## config.mk

```make
export PLATFORM = sky130hd
export DESIGN_NAME = ampdu_agg_limiter
export DESIGN_NICKNAME = d
export VERILOG_FILES = /design/src/rtl/ampdu_lim_pkg.sv /design/src/rtl/ampdu_lim_field_sel.sv /design/src/rtl/ampdu_lim_decide.sv /design/src/rtl/ampdu_lim_state.sv /design/src/rtl/ampdu_agg_limiter.sv
export SDC_FILE = /design/constraint.sdc
export NUM_CORES = 1
export LEC_CHECK = 0
export BUFFER_PORTS_ARGS = -buffer_cell sky130_fd_sc_hd__buf_2
export CORE_MARGIN = 4
export CORE_UTILIZATION = 48
export DETAILED_ROUTE_END_ITERATION = 10
export PLACE_DENSITY = 0.86
export SETUP_SLACK_MARGIN = 0.5
export SLEW_MARGIN = 20
export SYNTH_ARGS = -nofsm -noshare
export SYNTH_HDL_FRONTEND = slang
export SYNTH_SLANG_ARGS = --single-unit
```

## constraint.sdc

```tcl
create_clock -name clk -period 4.55 [get_ports clk]
set_input_delay 0.91 -clock clk [delete_from_list [all_inputs] [get_ports clk]]
set_output_delay 0.91 -clock clk [all_outputs]
set_load 0.005 [all_outputs]
```

## src/rtl/ampdu_lim_pkg.sv

```systemverilog
package ampdu_lim_pkg;
   typedef enum logic {
      LIM_COUNT = 1'b0,
      LIM_BYTES = 1'b1
   } lim_mode_e;
endpackage

```

## src/rtl/ampdu_lim_field_sel.sv

```systemverilog
module ampdu_lim_field_sel #(
   parameter int NUM_FIELDS = 8,
   parameter int FIELD_W    = 4,
   parameter int SEL_W      = 3
) (
   input  logic [NUM_FIELDS*FIELD_W-1:0] limit_word,
   input  logic [SEL_W-1:0]              mcs_low,
   output logic [FIELD_W-1:0]            eff_limit
);
   logic [FIELD_W-1:0] fields [NUM_FIELDS];
   logic [FIELD_W-1:0] raw;

   for (genvar gi = 0; gi < NUM_FIELDS; gi++) begin : g_unpack
      assign fields[gi] = limit_word[gi*FIELD_W +: FIELD_W];
   end

   if (NUM_FIELDS == 1) begin : g_single
      assign raw = fields[0];
   end else begin : g_multi
      assign raw = fields[mcs_low];
   end

   // zero field behaves as a ceiling of one subframe
   assign eff_limit = (raw == '0) ? FIELD_W'(1) : raw;

   always_comb begin
      assert (eff_limit != '0); // p_eff_nonzero_r6
   end
endmodule

```

## src/rtl/ampdu_lim_decide.sv

```systemverilog
module ampdu_lim_decide
   import ampdu_lim_pkg::*;
#(
   parameter int FIELD_W = 4,
   parameter int CNT_W   = 8,
   parameter int LEN_W   = 14,
   parameter int CAP_W   = 17,
   parameter int ACC_W   = 18,
   parameter int MCS_W   = 5
) (
   input  lim_mode_e          mode,
   input  logic [CNT_W-1:0]   cur_cnt,
   input  logic [ACC_W-1:0]   cur_bytes,
   input  logic [MCS_W-1:0]   cur_mcs,
   input  logic [FIELD_W-1:0] eff_limit,
   input  logic [CAP_W-1:0]   byte_cap,
   input  logic [MCS_W-1:0]   cand_mcs,
   input  logic [LEN_W-1:0]   cand_len,
   output logic               join_ok
);
   localparam int CMP_W = CNT_W + FIELD_W + 1;
   localparam int SUM_W = ACC_W + 1;

   logic             empty;
   logic             cnt_full;
   logic [CMP_W-1:0] next_cnt;
   logic [SUM_W-1:0] next_sum;
   logic             cnt_ok;
   logic             byte_ok;

   assign empty    = (cur_cnt == '0);
   assign cnt_full = &cur_cnt;
   assign next_cnt = CMP_W'(cur_cnt) + CMP_W'(1);
   assign next_sum = SUM_W'(cur_bytes) + SUM_W'(cand_len);
   assign cnt_ok   = (cand_mcs == cur_mcs) && (next_cnt <= CMP_W'(eff_limit));
   assign byte_ok  = (next_sum <= SUM_W'(byte_cap));

   always_comb begin
      if (empty)         join_ok = 1'b1;
      else if (cnt_full) join_ok = 1'b0;
      else if (mode == LIM_BYTES) join_ok = byte_ok;
      else               join_ok = cnt_ok;
   end

   always_comb begin
      assert (!empty || join_ok); // p_empty_joins_r3
   end
endmodule

```

## src/rtl/ampdu_lim_state.sv

```systemverilog
module ampdu_lim_state #(
   parameter int CNT_W = 8,
   parameter int LEN_W = 14,
   parameter int ACC_W = 18,
   parameter int MCS_W = 5
) (
   input  logic             clk,
   input  logic             rst_n,
   input  logic             start,
   input  logic             take,
   input  logic             join_ok,
   input  logic [MCS_W-1:0] cand_mcs,
   input  logic [LEN_W-1:0] cand_len,
   output logic [CNT_W-1:0] cnt_q,
   output logic [ACC_W-1:0] bytes_q,
   output logic [MCS_W-1:0] mcs_q,
   output logic             join_q,
   output logic             close_q
);
   always_ff @(posedge clk or negedge rst_n) begin
      if (!rst_n) begin
         cnt_q   <= '0;
         bytes_q <= '0;
         mcs_q   <= '0;
         join_q  <= 1'b0;
         close_q <= 1'b0;
      end else begin
         join_q  <= 1'b0;
         close_q <= 1'b0;
         if (start) begin
            cnt_q   <= '0;
            bytes_q <= '0;
         end else if (take) begin
            if (join_ok) begin
               cnt_q   <= cnt_q + CNT_W'(1);
               bytes_q <= bytes_q + ACC_W'(cand_len);
               join_q  <= 1'b1;
               if (cnt_q == '0) mcs_q <= cand_mcs;
            end else begin
               cnt_q   <= CNT_W'(1);
               bytes_q <= ACC_W'(cand_len);
               mcs_q   <= cand_mcs;
               close_q <= 1'b1;
            end
         end
      end
   end

   p_one_verdict_r9: assert property (@(posedge clk) disable iff (!rst_n)
      !(join_q && close_q));
   p_verdict_needs_take_r9: assert property (@(posedge clk) disable iff (!rst_n)
      !$past(take) |-> !join_q && !close_q);
   p_join_step_r5: assert property (@(posedge clk) disable iff (!rst_n)
      join_q |-> cnt_q == $past(cnt_q) + CNT_W'(1));
   p_reopen_r5: assert property (@(posedge clk) disable iff (!rst_n)
      close_q |-> cnt_q == CNT_W'(1) && bytes_q == ACC_W'($past(cand_len)));
   p_start_clear_r2: assert property (@(posedge clk) disable iff (!rst_n)
      $past(start) |-> cnt_q == '0 && bytes_q == '0 && !join_q && !close_q);
endmodule

```

## src/rtl/ampdu_agg_limiter.sv

```systemverilog
module ampdu_agg_limiter
   import ampdu_lim_pkg::*;
#(
   parameter int NUM_FIELDS = 8,
   parameter int FIELD_W    = 4,
   parameter int MCS_W      = 5,
   parameter int CNT_W      = 8,
   parameter int LEN_W      = 14,
   parameter int CAP_W      = 17
) (
   input  logic                          clk,
   input  logic                          rst_n,
   input  logic                          mode_bytes,
   input  logic [NUM_FIELDS*FIELD_W-1:0] count_limits,
   input  logic [CAP_W-1:0]              byte_cap,
   input  logic                          agg_start,
   input  logic                          cand_valid,
   output logic                          cand_ready,
   input  logic [MCS_W-1:0]              cand_mcs,
   input  logic [LEN_W-1:0]              cand_len,
   output logic                          cand_join,
   output logic                          agg_close,
   output logic [CNT_W-1:0]              agg_count,
   output logic [CAP_W:0]                agg_bytes
);
   localparam int SEL_W = (NUM_FIELDS > 1) ? $clog2(NUM_FIELDS) : 1;
   localparam int ACC_W = CAP_W + 1;

   if ((NUM_FIELDS & (NUM_FIELDS - 1)) != 0) begin : g_bad_fields
      $error("NUM_FIELDS must be a power of two");
   end
   if (MCS_W < SEL_W) begin : g_bad_mcs
      $error("MCS_W too narrow for the field index");
   end
   if (CNT_W < FIELD_W) begin : g_bad_cnt
      $error("CNT_W must hold the largest field value");
   end
   if (((2 ** FIELD_W) - 1) * ((2 ** LEN_W) - 1) >= (2 ** ACC_W)) begin : g_bad_acc
      $error("byte accumulator too narrow for count mode");
   end

   lim_mode_e          mode;
   logic               take;
   logic               join_ok;
   logic [MCS_W-1:0]   cur_mcs;
   logic [FIELD_W-1:0] eff_limit;

   assign mode       = mode_bytes ? LIM_BYTES : LIM_COUNT;
   assign cand_ready = !agg_start;
   assign take       = cand_valid && cand_ready;

   ampdu_lim_field_sel #(
      .NUM_FIELDS(NUM_FIELDS), .FIELD_W(FIELD_W), .SEL_W(SEL_W)
   ) u_field_sel (
      .limit_word(count_limits),
      .mcs_low   (cur_mcs[SEL_W-1:0]),
      .eff_limit (eff_limit)
   );

   ampdu_lim_decide #(
      .FIELD_W(FIELD_W), .CNT_W(CNT_W), .LEN_W(LEN_W),
      .CAP_W(CAP_W), .ACC_W(ACC_W), .MCS_W(MCS_W)
   ) u_decide (
      .mode     (mode),
      .cur_cnt  (agg_count),
      .cur_bytes(agg_bytes),
      .cur_mcs  (cur_mcs),
      .eff_limit(eff_limit),
      .byte_cap (byte_cap),
      .cand_mcs (cand_mcs),
      .cand_len (cand_len),
      .join_ok  (join_ok)
   );

   ampdu_lim_state #(
      .CNT_W(CNT_W), .LEN_W(LEN_W), .ACC_W(ACC_W), .MCS_W(MCS_W)
   ) u_state (
      .clk     (clk),
      .rst_n   (rst_n),
      .start   (agg_start),
      .take    (take),
      .join_ok (join_ok),
      .cand_mcs(cand_mcs),
      .cand_len(cand_len),
      .cnt_q   (agg_count),
      .bytes_q (agg_bytes),
      .mcs_q   (cur_mcs),
      .join_q  (cand_join),
      .close_q (agg_close)
   );

   p_ready_in_start_r2: assert property (@(posedge clk) disable iff (!rst_n)
      agg_start |-> !cand_ready);
   p_count_ceiling_r5: assert property (@(posedge clk) disable iff (!rst_n)
      cand_join && !$past(mode_bytes) |-> agg_count <= CNT_W'($past(eff_limit)));
   p_byte_cap_r8: assert property (@(posedge clk) disable iff (!rst_n)
      cand_join && $past(mode_bytes) && agg_count > CNT_W'(1)
      |-> agg_bytes <= ACC_W'($past(byte_cap)));
   p_mcs_fixed_r7: assert property (@(posedge clk) disable iff (!rst_n)
      cand_join && !$past(mode_bytes) && agg_count > CNT_W'(1)
      |-> $past(cand_mcs) == cur_mcs);
endmodule

```

# ---- Yosys cells after proc, flatten, opt, wreduce, memory -nomap -nowiden
# Index checks and enable logic that the tools add are counted.
dict set report totals {
  register_bits 33
}
dict set report op_classes {
  addsub 4
  magnitude_cmp 3
  n_eq_ne 2
  muxes 22
  n_bitwise 2
  reduce_logical 8
}
# operator n
set op_table {}
lappend op_table {{two-way mux 18 bit} 3}
lappend op_table {{two-way mux 8 bit} 3}
lappend op_table {{adder 18 x 14 -> 19 bit} 1}
lappend op_table {{less-or-equal comparator 19 x 17 -> 1 bit} 1}
lappend op_table {{adder 18 x 14 -> 18 bit} 1}
lappend op_table {{less-or-equal comparator 13 x 4 -> 1 bit} 1}
lappend op_table {{binary-select mux 4 bit (select 3 bit)} 1}
lappend op_table {{two-way mux 4 bit} 3}
lappend op_table {{two-way mux 1 bit} 10}
lappend op_table {{two-way mux 5 bit} 2}
lappend op_table {{adder 8 x 1 -> 9 bit (second input constant)} 1}
lappend op_table {{adder 8 x 1 -> 8 bit (second input constant)} 1}
lappend op_table {{zero test 8 bit} 1}
lappend op_table {{AND reduction 8 bit} 1}
lappend op_table {{equality test 5 bit} 1}
lappend op_table {{>= comparator 4 bit (second input constant)} 1}
lappend op_table {{zero test 4 bit} 1}
lappend op_table {{inverter 3 -> 4 bit} 1}
lappend op_table {{AND reduction 3 bit} 1}
lappend op_table {{logical AND 1 bit} 2}
lappend op_table {{inequality test 2 x 1 -> 1 bit (second input constant)} 1}
lappend op_table {{nonzero test 2 bit} 1}
lappend op_table {{zero test 1 bit} 1}
lappend op_table {{inverter 1 bit} 1}

# ---- Logic depth before layout (Yosys ltp)
# Gate-level depths: netlist of run 1.
dict set report logic_depth {
  ltp_word 14
  mapped_depth 20
  ltp_nobuf 20
}

# ---- Modules after synthesis
# A second synthesis of run 1 with hierarchy kept.
dict set report unflattened {
  hier_cells 464
  hier_area_um2 4050.1
}
# mod n_inst cells_per_inst area_each_um2 seq_area_each_um2
set by_module_without_submodules {}
lappend by_module_without_submodules {ampdu_lim_state 1 249 2275.9 825.8}
lappend by_module_without_submodules {ampdu_lim_decide 1 197 1490.2 0.0}
lappend by_module_without_submodules {ampdu_lim_field_sel 1 16 274.0 0.0}
lappend by_module_without_submodules {ampdu_agg_limiter 1 2 10.0 0.0}

# ---- Worst setup path before layout of run 1
# No wires, ideal clock.
dict set report synth_timing {
  kind {input -> register}
  start {in cand_len[4]}
  end {reg u_state.bytes_q[10]}
  arrival_time_ps 4341
  required_time_ps 4408
  slack_ps 67
  path_stages 17
  n_path_buf 1
  cell_sequence {ha_1 > a21o_1 > and2_1 > or3_1 > a21o_1 > a21oi_1 > xnor2_1 > ha_1 > a211oi_1 > nor2_1 > a2111o_1 > a21oi_1 > a21oi_1 > o31ai_4 > buf_6 > mux2i_1 > a211oi_1}
}
dict set report synth_via {
  elab_chain_len 8
  word_cells_on_any_way 9
  classes_between {add/sub (2); order compare (1); mux (6)}
}
# element line_no
set synth_rtl {}
lappend synth_rtl {{start: declaration} ampdu_agg_limiter.sv:20} ;# input logic [LEN_W-1:0] cand_len,
lappend synth_rtl {{adder 18 x 14 -> 19 bit} ampdu_lim_decide.sv:34} ;# assign next_sum = SUM_W'(cur_bytes) + SUM_W'(cand_len);
lappend synth_rtl {{less-or-equal comparator 19 x 17 -> 1 bit} ampdu_lim_decide.sv:36} ;# assign byte_ok = (next_sum <= SUM_W'(byte_cap));
lappend synth_rtl {{two-way mux 1 bit} ampdu_lim_decide.sv:41} ;# else if (mode == LIM_BYTES) join_ok = byte_ok;
lappend synth_rtl {{two-way mux 1 bit} ampdu_lim_decide.sv:40} ;# else if (cnt_full) join_ok = 1'b0;
lappend synth_rtl {{two-way mux 1 bit} ampdu_lim_decide.sv:39} ;# if (empty) join_ok = 1'b1;
lappend synth_rtl {{two-way mux 18 bit *} ampdu_lim_state.sv:34} ;# if (join_ok) begin
lappend synth_rtl {{two-way mux 18 bit *} ampdu_lim_state.sv:33} ;# end else if (take) begin
lappend synth_rtl {{two-way mux 18 bit *} ampdu_lim_state.sv:30} ;# if (start) begin
lappend synth_rtl {{end signal: assignment} ampdu_lim_state.sv:36} ;# bytes_q <= bytes_q + ACC_W'(cand_len);
lappend synth_rtl {{end signal: assignment} ampdu_lim_state.sv:41} ;# bytes_q <= ACC_W'(cand_len);
lappend synth_rtl {{end: declaration} ampdu_lim_state.sv:15} ;# output logic [ACC_W-1:0] bytes_q,
# Every way passes the cells marked *; elsewhere a longest branch is shown, timed or not. The select of a mux whose other input is x is not followed.
# A chain may end at the register's enable or synchronous reset.

# ---- Worst setup path in the final report of run 1
dict set report layout_timing {
  start {in cand_len[4]}
  end {reg u_state.bytes_q[0]}
}
dict set report layout_via {
  elab_chain_len 8
}
# element line_no
set layout_rtl {}
lappend layout_rtl {{adder 18 x 14 -> 19 bit} ampdu_lim_decide.sv:34}
lappend layout_rtl {{less-or-equal comparator 19 x 17 -> 1 bit} ampdu_lim_decide.sv:36}
lappend layout_rtl {{two-way mux 1 bit} ampdu_lim_decide.sv:41}
lappend layout_rtl {{two-way mux 1 bit} ampdu_lim_decide.sv:40}
lappend layout_rtl {{two-way mux 1 bit} ampdu_lim_decide.sv:39}
lappend layout_rtl {{two-way mux 18 bit} ampdu_lim_state.sv:34}
lappend layout_rtl {{two-way mux 18 bit} ampdu_lim_state.sv:33}
lappend layout_rtl {{two-way mux 18 bit} ampdu_lim_state.sv:30}
# No other way between the ends. The select of a mux whose other input is x is not followed.

==> metrics, run 1 <==
outcome finished, final reports clean; crit-path max FO 5; I/O pins 102; number of diodes 0; CTS tree yes; RSZ-0062 raised after global routing true; GRT Util Overall 23.9%; Synth area leader dfrtp_1; crit path time final 4.42 ns; Mapped Cells 350; Synth Area in XOR/XNOR between 6 and 7%; leakage power total approximately 2.2 nW; register bit total from synthesis 33; global placement routability congestion roughly 0.94; Post-layout nets 581; gr ovfl total 0; I/O Buffers 101; remaining antenna violation count 0; Worst Path Arrival around 4.6 ns; DRT Pass-1 Iters 5; DRT iter0 DRCs 280; layout cells sized above 1 39.9%; CP endpoint kind register; count of different cell masters after synthesis 48; Initial Util ~50%; clk buf depth 2; max_slew headroom between 40 and 50%; Post-synth EDFFs 0; WS Path Type primary input to register; first-pass GRT wire length 14900 um; largest family of logic cells by synthesized area compound AO/OA/AOI/OAI gates; Post-Synth Adder-Cell Area between 10% and 20%; post-synth net total between 400 and 500; DRC 0; Mean Syn Cell Area 9.03 um2; Die ar. 0.00795 mm2; post-synthesis compound-gate area fraction ~18%; Hold Path Class register to register; Async S/R FF share, synth 100%; Final Skew around 0.0067 ns; Area after DPL a little under 0.004 mm2; cts hold-fix bufs 0; clock root buffer clkbuf_8; Max IR drop VDD 209 uV; Max Fclk between 200 and 250 MHz; width of the chip between 80 and 90 um; die height ~89 um; Routed Wire Length 10100 um; Core Box Area 0.00639 mm2; Worst setup SP type primary input; most used cell along the critical path a21oi_2; area grow syn2layout 37.4%; simple logic cell fraction of the synthesized area between 10% and 20%; clk sinks 33; Slew Viols, Final 0; Reg clk slew, reported paths 0.08 ns; CP max-delay cell a2111o_1; post-synthesis cell area 0.00316 mm2; DP HPWL just over 7000 um; WHS around 0.54 ns; row count 29; Wirelength per Cell roughly 18 um; DR vias/cell 6.04; final number of setup-violating endpoints 0; fin crit share a little over nine tenths; H-tree levels 2; sequential-to-total area share from yosys stat about a quarter; P per Cell Area between 300 and 400 mW/mm2; critical path's largest stage delay 0.40 ns; clk_lat worst skew between 0.2 and 0.3 ns; YS warnings 0; main flop type after synthesis dfrtp_1; Fin. Hold Viols 0; CP Data Required Time 4.69 ns; design area 0.00435 mm2; Synth top area share around a quarter; Tightest Pin Transition between 0.8 and 0.9 ns; vias after detailed routing 3309; largest cells by area after synthesis dfrtp_1, ha_1, mux2i_1; CTS Buf Count 5; antenna violations before repair 0; vias in the first global route 3264; largest net degree at the start of global routing 34; multiplexer area fraction after synthesis between 10 and 15%; maxcap violations 0; CP Cell Sequence buf_8, ha_4, a21o_1, and2_4, or3_4, a21o_1, a21oi_2, xnor2_2, ha_1, nand4_1, inv_1, a2111o_1, a21oi_2, a21oi_2, o31ai_4, buf_6, buf_12, mux2i_1, a211oi_1
-- kinds of logic (layout without fill, tap and decap cells) --
| kind of cell | count (synthesis) | after routing |
|---|---|---|
| multiplexers | 34 | 34 |
| flip-flops | 33 | 33 |
| adder cells (fa/ha/maj) | 38 | 38 |
| AO/OA/AOI/OAI | 82 | 82 |
| buffers and inverters | 42 | 163 |
| XOR/XNOR | 24 | 24 |
| AND/OR/NAND/NOR | 97 | 97 |
-- layout make-up --
class,count,area (um2)
clock buffer,7,86.3
clock inverter,1,30.0
fill,466,2040
inverter,30,118
multi-input combinational,275,2420
sequential,33,826
tap,77,96.3
timing repair buffer,125,769
-- metrics by stage --
step	total power [W]	utilization (%)	setup slack [ns]	setup TNS, ns	std cells
finish	0.00134	68.0	0.132	0	548
detailed placement	0.000925	60.4	-0.168	-2.25	524
global placement	0.000899	60.4	0.0225	0	524
CTS	0.00126	64.4	0.335	0	540
global route	0.00142	68.0	-0.0227	-0.0295	548
floorplan	0.000753	-	0.287	0	350
-- layout by cell type (no fill, tap or decap), types with 3 or more instances in the layout --
master    instances
buf_2            99
mux2i_1          20
buf_6             5
mux4_2            8
a21oi_1          12
o21ai_1           5
a22o_1            5
inv_1            28
a21oi_2           5
ha_1             31
a21o_1            3
nor2_1           24
a211oi_2          3
a31oi_1           3
mux2_2            4
nand4_1           7
xor2_1            7
buf_4            17
clkbuf_8          6
nor3_1            4
ha_4              5
nand3_1          12
dfrtp_1          33
and2_1            3
o21ai_0          11
a211oi_1         15
xnor2_2           3
xnor2_1          13
and3_1            4
nand2_1          23
-- critical path, delay by kind of cell --
kind	cells	cell delay, ns
AOI/OAI and AO/OA	8	1.60
xor gates and xnor gates	1	0.15
adders and majority gates	2	0.49
buffers and inverters	4	0.48
muxes	1	0.21
and+or+nand+nor	3	0.70
-- flip-flops by register name (all words and copies together) (netlist names) --
signal,flops
u_state.bytes_q,18
u_state.cnt_q,8
u_state.mcs_q,5
u_state.close_q,1
u_state.join_q,1
-- cells in the mapped netlist (6+ instances only) --
master,instances
nand4_1,7
a211oi_1,18
nand2_1,24
o21ai_0,17
mux4_2,8
and3_1,6
dfrtp_1,33
xor2_1,8
mux2i_1,21
xnor2_1,16
a21oi_1,18
nor2_1,26
clkbuf_1,9
ha_1,37
inv_1,30
nand3_1,12
-- path summary, 6_finish.rpt --
path	from	to	slack, ns	depth (start not counted)
setup / recovery	cand_len[4]	u_state.bytes_q[0]	0.13	19
hold / removal	u_state.mcs_q[3]	u_state.mcs_q[3]	0.54	1
setup reg to reg	u_state.bytes_q[4]	u_state.bytes_q[0]	0.39	18
hold reg to reg	u_state.mcs_q[3]	u_state.mcs_q[3]	0.54	1
max in group asynchronous	rst_n	u_state.bytes_q[4]	3.35	1
min in group asynchronous	rst_n	u_state.mcs_q[1]	0.70	1
-- report_power, final --
| group | switching [W] | internal, W | leakage, nW |
|---|---|---|---|
| Clock | 0.000120 | 0.000179 | 0.0585 |
| Sequential | 0.0000480 | 0.000321 | 0.434 |
| Combinational | 0.000333 | 0.000339 | 1.71 |
-- per-layer routing --
metal / global-route usage (%) / up-vias / wire length (um)
met4: 7.04 / 0 / 256
met2: 41.4 / 159 / 5050
met5: 0 / - / 0
met1: 28.9 / 1589 / 3930
met3: 6.54 / 36 / 829
li1: - / 1525 / -
-- timing repair --
action                     CTS  global route
cloned                       2             0
setup endpoints to repair   33            33
setup buffers                6             8
resized for setup           17            36
pin swaps                   13            24
hold endpoints to repair     0             0
No activity file was read; power rests on OpenSTA's default activity.
==> run 2, diff against run 1 <==
--- a/config.mk
+++ b/config.mk
@@ -5,13 +5,14 @@
 export SDC_FILE = /design/constraint.sdc
 export NUM_CORES = 1
 export LEC_CHECK = 0
-export BUFFER_PORTS_ARGS = -buffer_cell sky130_fd_sc_hd__buf_2
+export BUFFER_PORTS_ARGS = -buffer_cell sky130_fd_sc_hd__clkbuf_2
 export CORE_MARGIN = 4
 export CORE_UTILIZATION = 48
 export DETAILED_ROUTE_END_ITERATION = 10
-export PLACE_DENSITY = 0.86
+export PLACE_DENSITY = 0.83
 export SETUP_SLACK_MARGIN = 0.5
 export SLEW_MARGIN = 20
 export SYNTH_ARGS = -nofsm -noshare
 export SYNTH_HDL_FRONTEND = slang
+export SYNTH_HIERARCHICAL = 1
 export SYNTH_SLANG_ARGS = --single-unit
==> metrics, run 2 <==
CP Cell Sequence buf_8, ha_4, inv_2, fa_2, nor2b_2, o211ai_1, a211o_1, nand2_2, a21oi_4, xnor2_2, ha_1, and3_4, nand4_1, a21oi_2, a2111oi_4, buf_4, o211ai_1, o22ai_2, buf_6, o41ai_2, nand2_2, mux2_4; CTS tree yes; WHS 0.540 ns (-0.000686 ns); commonest non-fill, non-tap cells in the layout clkbuf_2, ha_1, inv_1; Wirelength per Cell 17.3 um (-5.9%); post-synth net total 592 (+28%); GRT Util Overall 23.5% (-0.36 points); CP Data Required Time 4.73 ns (+0.04 ns); clock root buffer clkbuf_8; final core occ 63.9% (-4.2 points); fin crit share 98.6% (+1.5 points); Synth area leader dfrtp_1; post-synthesis cell area 0.00405 mm2 (+28%); clk_lat worst skew 0.29 ns (about the same); hold path start u_state/mcs_q[3]; Final Skew 0.00622 ns (-0.000472 ns); I/O pins 102 (unchanged); first-pass GRT wire length 19300 um (+30%); r2r startpoint u_state/bytes_q[0]; Initial Util 49.3% (-0.22 points); antenna violations before repair 0 (unchanged); Core Box Area 0.00822 mm2 (+29%); DRC 0 (unchanged); main flop type after synthesis dfrtp_1; synth cell count leaders ha_1, inv_1, dfrtp_1, nor2_1, a21oi_1; cts hold-fix bufs 0 (unchanged); YS warnings 6 (+6); Pwr Total 0.00125 W (-6.3%); RSZ-0062 raised after global routing true; vias after detailed routing 4306 (+30%); Flop pwr share 29.0% (+1.5 points); CP Launch Point cand_len[0]; Filler Cell Count 677 (+45%); Worst Path Arrival 4.66 ns (+0.11 ns); layout cells sized above 1 34.9% (-5.0 points); count of different cell masters after synthesis 73 (+52%); vias in the first global route 4243 (+30%); largest net degree at the start of global routing 34 (unchanged); commonest non-fill, non-tap cell in the layout clkbuf_2; Mean Syn Cell Area 8.73 um2 (-3.4%); CP delay by family, top compound AO/OA/AOI/OAI gates; combinational fraction of design power 53.4% (+3.2 points); DRT Pass-1 Iters 6 (+1); remaining antenna violation count 0 (unchanged); Worst setup SP type primary input; gr ovfl total 0 (unchanged); width of the chip 99.9 um (+12%); Fin. Hold Viols 0 (unchanged); CTS Buf Count 5 (unchanged); Int Pwr 0.000762 W (-9.1%); maxcap violations 0 (unchanged); Regs by FF count u_state/bytes_q (18), u_state/cnt_q (8), u_state/mcs_q (5); most numerous cell in the Yosys netlist ha_1; Mapped Cells 464 (+33%); Max IR drop VDD 133 uV (-36%); DP HPWL 9330 um (+32%); leakage power total 2.60 nW (+18%); number of flip-flops in the largest register 18 (unchanged); Async S/R FF share, synth 100% (unchanged); Clk network pwr share 17.7% (-4.6 points); sw power 0.000493 W (-1.6%); Tightest Pin Transition 1.12 ns (+0.243 ns); Hold Path Class register to register; DRT iter0 DRCs 273 (-2.5%); Post-layout nets 726 (+25%); Max Fclk 223 MHz (-1.5%); die height 99.9 um (+12%); crit-path max FO 7 (+2); DR vias/cell 6.12 (+1.3%); clk sinks 33 (unchanged); Die ar. 0.00997 mm2 (+25%); area grow syn2layout 29.6%; max_slew headroom 24.8% (-16 points); CP endpoint kind register; sequential-to-total area share from yosys stat 20.4% (-5.7 points); critical path's largest stage delay 0.36 ns (-0.04 ns); Switching Share 39.2% (+1.9 points); Buf/Inv on CP 4 (unchanged); Reg with most FFs u_state/bytes_q; WS Path Type primary input to register; number of diodes 0 (unchanged); H-tree levels 2 (unchanged); CP max-delay cell fa_2; P per Cell Area 239 mW/mm2 (-22%); Synth top area share 20.4% (-5.7 points); I/O Buffers 101 (unchanged); outcome finished, final reports clean; clk buf depth 2 (unchanged); register bit total from synthesis 33 (unchanged); final number of setup-violating endpoints 0 (unchanged); Post-synth EDFFs 0 (unchanged); global placement routability congestion 1.03 (+9.5%); largest cells by area after synthesis dfrtp_1, ha_1, xnor2_1; crit path time final 4.49 ns (+0.0689 ns); Routed Wire Length 12200 um (+21%); row count 33 (+14%); Slew Viols, Final 0 (unchanged); Reg clk slew, reported paths 0.07 ns (about the same)
run 2: per-stage QoR:
stage          area, um2  worst slack [ns]  TNS (ns)  std cells
2_1_floorplan       4150             0.192         0        464
3_3_place_gp        4980            -0.120     -1.67        693
3_5_place_dp        4980            -0.378     -9.26        693
4_1_cts             5130             0.127         0        702
5_1_grt             5250           -0.0948     -1.05        704
6_report            5250            0.0632         0        704
run 2: path summary, 6_finish.rpt:
check	to	slack [ns]	depth (start not counted)
worst max-delay path	u_state/mcs_q[0]	0.06	22
worst min-delay path	u_state/mcs_q[3]	0.54	1
worst max register to register	u_state/mcs_q[0]	0.28	21
worst min register to register	u_state/mcs_q[3]	0.54	1
max in group asynchronous	u_state/bytes_q[12]	3.28	1
min in group asynchronous	u_state/bytes_q[4]	0.72	1
run 2: area by class of cell:
class                   instances  area [um2]  area share [%]
clock inverters                 3        17.5           0.334
repair buffers                142         857            16.3
inverters                      42         158            3.00
clock buffers                   5        68.8            1.31
flip-flops and latches         33         826            15.7
multi-input cells             374        3190            60.8
well taps                     105         131            2.50
run 2: cell families (layout without fill, tap and decap cells):
family / count (synthesis) / count (layout) / share of synthesized area, %
DFF: 33 / 33 / 20.4
AOI/OAI and AO/OA: 141 / 141 / 24.5
buffers and inverters: 57 / 192 / 5.71
adders and majority gates: 55 / 55 / 17.4
muxes: 28 / 28 / 10.3
and+or+nand+nor: 121 / 121 / 15.5
xor gates and xnor gates: 29 / 29 / 6.27
run 2: what timing repair did:
item                                    CTS  global route
resized for setup                        22            19
setup buffers                             1             2
gates cloned                              0             0
endpoints found under the setup margin   33            33
pin swaps                                 5             6
run 2: layer usage:
metal  global-route usage (%)  wire, um  vias up
met5                        0         0        -
met4                     10.9       461        0
met3                     3.20       864       50
met2                     41.5      5960      202
met1                     28.3      4890     2044
li1                         -         -     2010
run 2: power groups by stage:
stage	clock network (W)	logic (W)	registers, W
2_1_floorplan	0	0.000444	0.000345
3_3_place_gp	0	0.000573	0.000366
3_5_place_dp	0	0.000610	0.000368
4_1_cts	0.000227	0.000629	0.000364
5_1_grt	0.000242	0.000731	0.000368
6_report	0.000222	0.000670	0.000363
